`src/rtl/tpfd_pkg.sv`:
```
package tpfd_pkg;

  typedef struct packed {
    logic r;
    logic v;
  } tpfd_pend_t;

  typedef enum logic [1:0] {
    SE_FLOAT  = 2'd0,
    SE_SINK   = 2'd1,
    SE_SOURCE = 2'd2
  } tpfd_se_e;

endpackage

```
`src/rtl/tpfd_rise.sv`:
```
module tpfd_rise #(
  parameter int NCH = 2
) (
  input  logic           clk,
  input  logic           rst_n,
  input  logic [NCH-1:0] raw,
  output logic [NCH-1:0] rise
);

  logic [NCH-1:0] prev;

  for (genvar g = 0; g < NCH; g++) begin : g_ch
    always_ff @(posedge clk or negedge rst_n) begin
      if (!rst_n) begin
        prev[g] <= 1'b0;
        rise[g] <= 1'b0;
      end else begin
        prev[g] <= raw[g];
        rise[g] <= raw[g] & ~prev[g];
      end
    end
  end

endmodule

```
`src/rtl/tpfd_core.sv`:
```
module tpfd_core
  import tpfd_pkg::*;
#(
  parameter int MIN_W = 2
) (
  input  logic       clk,
  input  logic       rst_n,
  input  logic       rise_r,
  input  logic       rise_v,
  output tpfd_pend_t pend
);

  localparam int CW = (MIN_W > 1) ? $clog2(MIN_W) : 1;
  localparam logic [CW-1:0] LAST = CW'(MIN_W - 1);

  logic [CW-1:0] hold_cnt;
  logic          both;
  logic          release_now;

  assign both        = pend.r & pend.v;
  assign release_now = both && (hold_cnt == LAST);

  always_ff @(posedge clk or negedge rst_n) begin
    if (!rst_n) begin
      pend     <= '0;
      hold_cnt <= '0;
    end else if (release_now) begin
      pend     <= '0;
      hold_cnt <= '0;
    end else begin
      pend.r <= pend.r | rise_r;
      pend.v <= pend.v | rise_v;
      if (both) hold_cnt <= hold_cnt + 1'b1;
    end
  end

endmodule

```
`src/rtl/tpfd_outmap.sv`:
```
module tpfd_outmap
  import tpfd_pkg::*;
(
  input  tpfd_pend_t pend,
  output logic       pd_drv,
  output logic       pd_oe,
  output logic       phi_r_n,
  output logic       phi_v_n,
  output logic       lock
);

  tpfd_se_e se_mode;

  always_comb begin
    unique case ({pend.r, pend.v})
      2'b01:   se_mode = SE_SINK;
      2'b10:   se_mode = SE_SOURCE;
      default: se_mode = SE_FLOAT;
    endcase
  end

  always_comb begin
    pd_oe  = (se_mode != SE_FLOAT);
    pd_drv = (se_mode == SE_SOURCE);
  end

  assign phi_r_n = ~pend.r;
  assign phi_v_n = ~pend.v;
  assign lock    = (se_mode == SE_FLOAT);

endmodule

```
`src/rtl/tristate_pfd.sv`:
```
module tristate_pfd
  import tpfd_pkg::*;
#(
  parameter int MIN_W = 2
) (
  input  logic clk,
  input  logic rst_n,
  input  logic ref_in,
  input  logic vco_in,
  output logic pd_drv,
  output logic pd_oe,
  output logic phi_r_n,
  output logic phi_v_n,
  output logic lock
);

  logic [1:0] rise;
  tpfd_pend_t pend;

  tpfd_rise #(.NCH(2)) u_rise (
    .clk  (clk),
    .rst_n(rst_n),
    .raw  ({ref_in, vco_in}),
    .rise (rise)
  );

  tpfd_core #(.MIN_W(MIN_W)) u_core (
    .clk   (clk),
    .rst_n (rst_n),
    .rise_r(rise[1]),
    .rise_v(rise[0]),
    .pend  (pend)
  );

  tpfd_outmap u_out (
    .pend   (pend),
    .pd_drv (pd_drv),
    .pd_oe  (pd_oe),
    .phi_r_n(phi_r_n),
    .phi_v_n(phi_v_n),
    .lock   (lock)
  );

endmodule

```
`config.mk`:
```
export PLATFORM = sky130hd
export DESIGN_NAME = tristate_pfd
export DESIGN_NICKNAME = d
export VERILOG_FILES = /design/src/rtl/tpfd_pkg.sv /design/src/rtl/tpfd_rise.sv /design/src/rtl/tpfd_core.sv /design/src/rtl/tpfd_outmap.sv /design/src/rtl/tristate_pfd.sv
export SDC_FILE = /design/constraint.sdc
export NUM_CORES = 1
export LEC_CHECK = 0
export ABC_AREA = 1
export BUFFER_PORTS_ARGS = -buffer_cell sky130_fd_sc_hd__buf_2
export CORE_AREA = 2 2 39 41
export CTS_CLUSTER_DIAMETER = 120
export DETAILED_ROUTE_END_ITERATION = 10
export DIE_AREA = 0 0 41 43
export PLACE_DENSITY = 0.36
export RECOVER_POWER = 50
export SLEW_MARGIN = 0
export SYNTH_ARGS = -nofsm -noshare
export SYNTH_HDL_FRONTEND = slang
export SYNTH_SLANG_ARGS = --single-unit
```
`constraint.sdc`:
```
create_clock -name clk -period 1.7 [get_ports clk]
set_input_delay 0.085 -clock clk [delete_from_list [all_inputs] [get_ports clk]]
set_output_delay 0.085 -clock clk [all_outputs]
set_load 0.02 [all_outputs]
```
==> impl_metrics.csv, run 1 <==
group,metric,value,unit
detailed_routing,drtPass1Iterations,1,
clock_tree,post_cts.repair.setup_buffers,0,
final_layout,fillers,156,
clock_tree,clock_sinks,7,
die,die_h,43,um
sta,period_share,0.737,
pwr,p_total,721,uW
flow_run,drv_cap,0,
global_route,grt_max_degree,8,
global_route,grt_use_met3,0.0157,
critical_path,worst_path_most_repeated_cell,"inv_1",
placement,gp_congestion,0.624,
synthesis,yosysMostFrequentCell,"dfrtp_1",
synthesis,synth_common_cells,"7 x dfrtp_1, 5 x inv_1, 5 x nor2_1",
critical_path,cp_cell_sequence,"inv_1, ha_1, inv_1, buf_2",
critical_path,cp.required,1.62,ns
detailed_routing,drtIter0Drc,0,
synthesis,synth_edf_count,0,
final_layout,regArea,175,um2
synthesis,syn_avg_cell_area,11.0,um2
detailed_routing,avgRoutedWirePerCell,7.24,um
die,design.core.area,1380,um2
sta,setup_tns,0,ns
critical_path,worst-r2r-cell-count,3,
critical_path,path_buf_inv,3,
global_route,grt_pass1_vias,191,
critical_path,cp_slowest_stage_delay,0.36,ns
critical_path,critPathSlowestCell,"dfrtp_1",
clock_tree,numCtsBuffers,3,
sta,fin_ws,0.446,ns
pwr,ir_drop,0.000489,V
die,die_area,1760,um2
critical_path,critical_path_arrival,1.17,ns
clock_tree,clockRootBuffer,"clkbuf_4",
global_route,busiest_layer,"met4",
clock_tree,cts_max_level,1,
clock_tree,cts.path.max_buffers,2,
critical_path,r2r-start,"u_core.pend[1]$_DFF_PN0_",
synthesis,async_reset_ff_frac,1.00,
global_route,antenna_found_initial,0,
synthesis,netlist.area_leader.share,0.664,
sta,max-slew-margin-rel,0.738,
die,start_util,0.191,
die,row_count,14,
synthesis,syn_area,264,um2
global_route,track_usage,0.0640,
critical_path,critPathTopFamily,"flip-flops",
critical_path,crit_type,"flip-flop to output port",
sta,rsz0062_at_grt,"no",
synthesis,synth_nets,30,
placement,io_buffers,8,
sta,fmax,798,MHz
die,ios,9,
critical_path,path_max_fanout,3,
detailed_routing,vias_per_cell,3.38,
synthesis,syn_inst,24,
sta,setup_viol,0,
placement,dpl.cell_count,48,
clock_tree,path_clk_slew,0.05,ns
die,fp.dieW,41,um
sta,drv_slew,0,
global_route,grt_overflow,0,
status,status,"complete, no violations",
critical_path,timing.rr.end,"u_core.hold_cnt$_DFFE_PN0P_",
synthesis,synth_ff_type,"dfrtp_1",
sta,period_needed,1.25,ns
final_layout,n_antenna_cell,0,
final_layout,nets,46,
detailed_routing,drc,0,
worst_hold_path,hp-class,"input pin to async pin",
detailed_routing,routed_wl,398,um
sta,finalClockSkew,0.000538,ns
final_layout,multi_input_area,66.3,um2
sta,worst_pin_slew,0.393,ns
detailed_routing,ant_nets,0,
pwr,power.density,1920,nW/um2
clock_tree,cts_tree,"built",
sta,hold_viol,0,
final_layout,post_route_cells_drive_above_1_share,0.308,
detailed_routing,vias,186,
critical_path,r2r_slack,0.81,ns
global_route,grt_pass1_wl,669,um
global_route,use_met2,0.0906,
synthesis,synth_area_leader_cell,"dfrtp_1",
synthesis,synthTopCellsByArea,"dfrtp_1 66%, ha_1 9.5%, inv_1 7.1%, nor2_1 7.1%, nor2_2 7.1%",
synthesis,yosysWarnings,0,
synthesis,yosysUniqueCellTypes,7,
global_route,gr-usage-met1,0.0533,
synthesis,seq_area_frac_synth,0.664,
placement,preCtsSetupSlack,0.694,ns
critical_path,worstSetupPathDepth,4,
critical_path,end_kind,"output port",
final_layout,stdcell_count,55,
final_layout,area_growth,42.7,%
clock_tree,clock_latency,0.25,ns
synthesis,ys_ff_latch,7,
critical_path,startpoint_type,"flip-flop",
pwr,leakagePower,0.201,nW
[per-layer routing]
metal	wire length (um)	vias up
met4	0	0
met1	160	81
li1	-	96
met3	38	0
met5	0	-
met2	199	9
[cells by family (layout without fill, tap and decap cells)]
kind of cell | after synthesis | count (layout) | synth area share
adders and majority gates | 2 | 2 | 0.0948
buffers and inverters | 6 | 21 | 0.0853
DFF | 7 | 7 | 0.664
and+or+nand+nor | 9 | 9 | 0.156
[cells in the final DEF, fill, tap and decap left out]
| master | instances |
|---|---|
| dfrtp_1 | 7 |
| inv_1 | 5 |
| nor2_1 | 5 |
| buf_2 | 5 |
| clkbuf_1 | 4 |
| nor2_2 | 3 |
| clkbuf_4 | 3 |
| dlygate4sd3_1 | 3 |
| ha_1 | 2 |
| nand2_1 | 1 |
| inv_2 | 1 |
[cell type report]
class                           count  area share
Clock buffer                        4      0.0698
Inverter                            6      0.0598
Sequential cell                     7       0.465
Multi-Input combinational cell     11       0.176
Timing Repair Buffer               11       0.176
Tap cell                           16      0.0532
[stage by stage]
stage | hold slack, ns | utilization | cell area [um2]
finish | 0.262 | 0.272 | 377
global route | 0.293 | 0.272 | 377
CTS | 0.189 | 0.275 | 380
detailed placement | -0.0699 | 0.234 | 324
global placement | -0.0748 | 0.234 | 324
floorplan | -0.211 | - | 264
[report_power, final]
part | internal [mW] | switching (mW) | leakage, nW
logic | 0.118 | 0.217 | 0.103
registers | 0.210 | 0.0286 | 0.0831
clock network | 0.0894 | 0.0589 | 0.0150
total | 0.417 | 0.304 | 0.201
[state kept, by name (all words and copies together), names as in the netlist]
signal	count
u_rise.rise	2
u_rise.prev	2
u_core.pend	2
u_core.hold_cnt	1
[worst max path at each step]
stage	end	start	slack (ns)
floorplan	pd_oe	u_core.pend[0]$_DFF_PN0_	0.55
global placement	pd_oe	u_core.pend[0]$_DFF_PN0_	0.72
detailed placement	pd_oe	u_core.pend[0]$_DFF_PN0_	0.69
CTS	pd_oe	u_core.pend[0]$_DFF_PN0_	0.42
global route	pd_oe	u_core.pend[0]$_DFF_PN0_	0.37
finish	pd_oe	u_core.pend[0]$_DFF_PN0_	0.45
[worst reg2reg max path, cell delays in order (launching register included)]
cell	delay, ns
dfrtp_1	0.41
ha_1	0.21
nor2_1	0.12
nor2_2	0.05
[repair_timing]
| action | 4_1_cts | 5_1_grt |
|---|---|---|
| hold buffers | 3 | 0 |
| hold endpoints to repair | 9 | 0 |
| gates resized for setup | 0 | 0 |
| setup endpoints to repair | 0 | 0 |
No activity file was read; power rests on OpenSTA's default activity.
==> run 2: changes to the inputs <==
PLACE_DENSITY = 0.38   (was 0.36)
clock period = 1.15 ns   (was 1.7 ns; I/O delays follow)
==> impl_metrics.csv, run 2 (synthesized netlist as in run 1, its figures left out) <==
group,metric,value,unit
status,status,"complete, no violations",
sta,fmax,873,MHz
sta,period_needed,1.14,ns
sta,max-slew-margin-rel,0.756,
critical_path,worst-r2r-cell-count,4,
final_layout,regArea,175,um2
clock_tree,path_clk_slew,0.05,ns
die,start_util,0.191,
die,die_h,43,um
critical_path,cp_cell_sequence,"ha_4, inv_2, buf_6",
final_layout,utilization,0.299,
global_route,grt_overflow,0,
detailed_routing,routed_wl,457,um
pwr,ir_drop,0.000698,V
global_route,antenna_found_initial,0,
detailed_routing,wl_met2,215,um
critical_path,critical_path_arrival,1.09,ns
sta,worst_pin_slew,0.366,ns
critical_path,timing.rr.end,"u_core.hold_cnt$_DFFE_PN0P_",
final_layout,fillers,157,
die,ios,9,
die,design.core.area,1380,um2
pwr,leakagePower,0.214,nW
clock_tree,clock_sinks,7,
placement,dpl.hpwl,294,um
critical_path,cp.required,1.09,ns
global_route,grt_max_degree,8,
detailed_routing,ant_nets,0,
final_layout,reg.largest.list,"u_core.pend x2, u_rise.prev x2, u_rise.rise x2",
die,fp.dieW,41,um
detailed_routing,avgRoutedWirePerCell,8.02,um
global_route,track_usage,0.0783,
clock_tree,cts_max_level,1,
worst_hold_path,hp-class,"input pin to async pin",
critical_path,end_kind,"output port",
final_layout,post_route_cells_drive_above_1_share,0.439,
sta,setup_viol,0,
pwr,p_total,1.27,mW
critical_path,cp_slowest_stage_delay,0.41,ns
final_layout,multi_input_area,78.8,um2
clock_tree,clock_latency,0.25,ns
clock_tree,numCtsBuffers,3,
sta,fin_worst_hold_slack,0.222,ns
final_layout,layout_commonest_cell,"dfrtp_1",
sta,drv_slew,0,
critical_path,crit_type,"flip-flop to output port",
final_layout,nets,48,
sta,hold_viol,0,
sta,finalClockSkew,0.00149,ns
sta,period_share,0.996,
clock_tree,cts.path.max_buffers,2,
critical_path,r2r-start,"u_core.pend[1]$_DFF_PN0_",
detailed_routing,vias_per_cell,3.54,
die,row_count,14,
detailed_routing,drc,0,
flow_run,drv_cap,0,
sta,rsz0062_at_grt,"yes",
critical_path,worstSetupPathDepth,3,
detailed_routing,wl_met3,44,um
detailed_routing,drtIter0Drc,0,
clock_tree,cts_tree,"built",
sta,setup_tns,0,ns
detailed_routing,drtPass1Iterations,1,
pwr,power.density,3070,nW/um2
critical_path,path_buf_inv,2,
global_route,grt_pass1_vias,219,
clock_tree,clockRootBuffer,"clkbuf_4",
critical_path,path_max_fanout,2,
placement,io_buffers,8,
detailed_routing,top_layer_used,"met4",
placement,preCtsSetupSlack,0.165,ns
detailed_routing,wl_met1,170,um
global_route,grt_pass1_wl,821,um
die,die_area,1760,um2
placement,gp_congestion,0.551,
critical_path,r2r_slack,0.11,ns
critical_path,critPathSlowestCell,"dfrtp_1",
sta,fin_ws,0.00515,ns
final_layout,n_antenna_cell,0,
critical_path,startpoint_type,"flip-flop",
detailed_routing,vias,202,
critical_path,critPathTopFamily,"flip-flops",
final_layout,area_growth,56.9,%
final_layout,final_cell_mix,"7 x dfrtp_1, 5 x nor2_1, 4 x buf_2",
## run 2: changes by cell type in the layout (fill, tap and decap cells not counted), sizes merged
cell and delta:
buf +3, clkbuf -1
## run 2: how the worst max path moves through the flow
| stage | from | to | slack (ns) |
|---|---|---|---|
| final | u_core.pend[1]$_DFF_PN0_ | pd_oe | 0.005 |
| after global routing | u_core.pend[0]$_DFF_PN0_ | pd_oe | -0.05 |
| after CTS | u_core.pend[1]$_DFF_PN0_ | pd_oe | -0.04 |
| after detailed placement | u_core.pend[0]$_DFF_PN0_ | pd_oe | 0.16 |
| after global placement | u_core.pend[0]$_DFF_PN0_ | pd_oe | 0.19 |
| after floorplan | u_core.pend[0]$_DFF_PN0_ | pd_oe | 0.03 |
## run 2: stage by stage
step / std cells / instance area [um2]
2_1_floorplan: 24 / 264
3_3_place_gp: 48 / 324
3_5_place_dp: 48 / 324
4_1_cts: 57 / 402
5_1_grt: 57 / 414
6_report: 57 / 414
## run 2: final cells by class
type	instances	share of cell area
Clock buffer	4	0.0634
Inverter	6	0.0544
Multi-Input combinational cell	11	0.190
Sequential cell	7	0.423
Tap cell	16	0.0483
Timing Repair Buffer	13	0.221
## run 2: where the power goes
part           switching (mW)  internal [mW]  leakage (nW)  total, mW
Sequential             0.0416          0.310        0.0831      0.351
Clock                  0.0900          0.132        0.0150      0.222
Combinational           0.379          0.319         0.116      0.698
## run 2: repair_timing
item	CTS	global route
hold buffers	3	0
setup buffers	2	0
endpoints found under the hold margin	9	0
setup endpoints to repair	2	2
pin swaps	1	1
resized for setup	2	4
## run 2: layer usage
layer	track usage	vias up
li1	-	100
met1	0.0803	88
met2	0.100	11
met3	0.0471	3
met4	0.0800	0
met5	0	-
==> run 3: changes to the inputs <==
clock period = 1.05 ns   (was 1.15 ns; I/O delays follow)
==> impl_metrics.csv, run 3 (synthesized netlist as in run 1, its figures left out) <==
group,metric,value,unit
clock_tree,clock_latency,0.25,ns
sta,setup_tns,-0.171,ns
critical_path,critical_path_arrival,1.08,ns
critical_path,crit_type,"flip-flop to output port",
clock_tree,path_clk_slew,0.05,ns
pwr,p_int,924,uW
die,start_util,0.191,
critical_path,path_buf_inv,2,
detailed_routing,top_layer_used,"met3",
detailed_routing,vias_per_cell,3.55,
pwr,p_sw,591,uW
clock_tree,cts_max_level,1,
placement,dpl.hpwl,295,um
sta,rsz0062_at_grt,"yes",
final_layout,n_antenna_cell,0,
placement,io_buffers,8,
detailed_routing,drtIter0Drc,0,
final_layout,utilization,0.325,
sta,finalClockSkew,0.00130,ns
sta,hold_viol,0,
detailed_routing,vias,206,
status,status,"finished, violations left",
worst_hold_path,hp-class,"input pin to async pin",
pwr,clock_power_share,0.160,
critical_path,startpoint_type,"flip-flop",
clock_tree,clock_sinks,7,
final_layout,final_cell_mix,"7 x dfrtp_1, 5 x nor2_1, 4 x buf_4",
critical_path,end_kind,"output port",
clock_tree,cts_tree,"built",
critical_path,cp.required,1.00,ns
die,row_count,14,
sta,period_needed,1.13,ns
detailed_routing,drc,0,
final_layout,fillers,149,
die,die_h,43,um
flow_run,drv_cap,0,
detailed_routing,avgRoutedWirePerCell,7.90,um
global_route,track_usage,0.0709,
global_route,grt_pass1_vias,192,
critical_path,critPathTopFamily,"flip-flops",
detailed_routing,wl_met1,179,um
placement,gp_congestion,0.583,
sta,max-slew-margin-rel,0.733,
status,violations,"negative setup slack",
sta,fmax,883,MHz
die,fp.dieW,41,um
detailed_routing,ant_nets,0,
final_layout,reg.largest.list,"u_core.pend x2, u_rise.prev x2, u_rise.rise x2",
pwr,seqPwrFrac,0.255,
pwr,leakagePower,0.226,nW
clock_tree,cts.path.max_buffers,2,
pwr,p_total,1.52,mW
sta,setup_viol,3,
sta,fin_ws,-0.0831,ns
sta,drv_slew,0,
die,design.core.area,1380,um2
critical_path,cp_cell_sequence,"ha_4, inv_2, buf_6",
pwr,pwr-share-comb,0.585,
global_route,antenna_found_initial,0,
clock_tree,clockRootBuffer,"clkbuf_4",
die,ios,9,
sta,period_share,1.08,
global_route,grt_max_degree,8,
clock_tree,numCtsBuffers,3,
critical_path,cp_slowest_stage_delay,0.41,ns
final_layout,post_route_cells_drive_above_1_share,0.524,
detailed_routing,wl_met2,234,um
global_route,grt_overflow,0,
pwr,ir_drop,0.000596,V
final_layout,nets,49,
critical_path,path_max_fanout,2,
die,die_area,1760,um2
placement,preCtsSetupSlack,0.0812,ns
detailed_routing,drtPass1Iterations,1,
pwr,power.density,3370,nW/um2
sta,fin_worst_hold_slack,0.241,ns
global_route,grt_pass1_wl,731,um
final_layout,area_growth,70.6,%
critical_path,critPathSlowestCell,"dfrtp_1",
detailed_routing,routed_wl,458,um
sta,worst_pin_slew,0.400,ns
pwr,p_sw_frac,0.390,
detailed_routing,wl_met3,44,um
final_layout,layout_commonest_cell,"dfrtp_1",
[run 3: changes by cell type in the layout (fill, tap and decap cells not counted), sizes merged]
cell and change:
clkbuf -1, buf +2
[run 3: worst register-to-register path, cell delays in order (launching register included)]
cell and delay (ns):
dfrtp_1 0.38, buf_4 0.13, buf_4 0.13, ha_4 0.15, nor2_1 0.11, nor2_2 0.05
[run 3: routing by layer]
layer / vias to the layer above / GRT usage
met1: 93 / 0.0627
li1: 104 / -
met2: 9 / 0.0938
met5: - / 0
met4: 0 / 0.0800
met3: 0 / 0.0471
[run 3: power by group through the flow]
stage	Sequential, mW	Clock [mW]	Combinational [mW]
2_1_floorplan	0.385	0	0.436
3_3_place_gp	0.394	0	0.559
3_5_place_dp	0.398	0	0.562
4_1_cts	0.385	0.259	0.773
5_1_grt	0.397	0.286	0.969
6_report	0.387	0.242	0.887
[run 3: layout make-up]
class / count / area [um2] / area share
flip-flops and latches: 7 / 175 / 0.389
multi-input cells: 11 / 93.8 / 0.208
repair buffers: 14 / 113 / 0.250
inverters: 6 / 22.5 / 0.0500
clock buffers: 4 / 26.3 / 0.0583
well taps: 16 / 20.0 / 0.0444
[run 3: what timing repair did]
item,in CTS,in global routing
endpoints found under the hold margin,9,0
hold buffers,3,0
gates resized for setup,5,6
setup buffers,2,1
setup endpoints to repair,3,7
pin swaps,1,2
[run 3: path summary, 6_finish.rpt]
kind	slack (ns)	from	to	cells after the start
hold reg to reg	0.39	u_rise.prev[1]$_DFF_PN0_	u_rise.rise[1]$_DFF_PN0_	1
max in group asynchronous	0.53	rst_n	u_rise.rise[0]$_DFF_PN0_	2
setup reg to reg	-0.02	u_core.pend[0]$_DFF_PN0_	u_core.hold_cnt$_DFFE_PN0P_	5
hold / removal	0.24	rst_n	u_core.pend[0]$_DFF_PN0_	2
setup / recovery	-0.08	u_core.pend[1]$_DFF_PN0_	pd_oe	3
min in group clk	0.39	u_rise.prev[1]$_DFF_PN0_	u_rise.rise[1]$_DFF_PN0_	1
[run 3: metrics by stage]
stage	cell area (um2)	cells
after floorplan	267	24
after global placement	327	48
after detailed placement	327	48
after CTS	419	57
after global routing	450	58
final	450	58
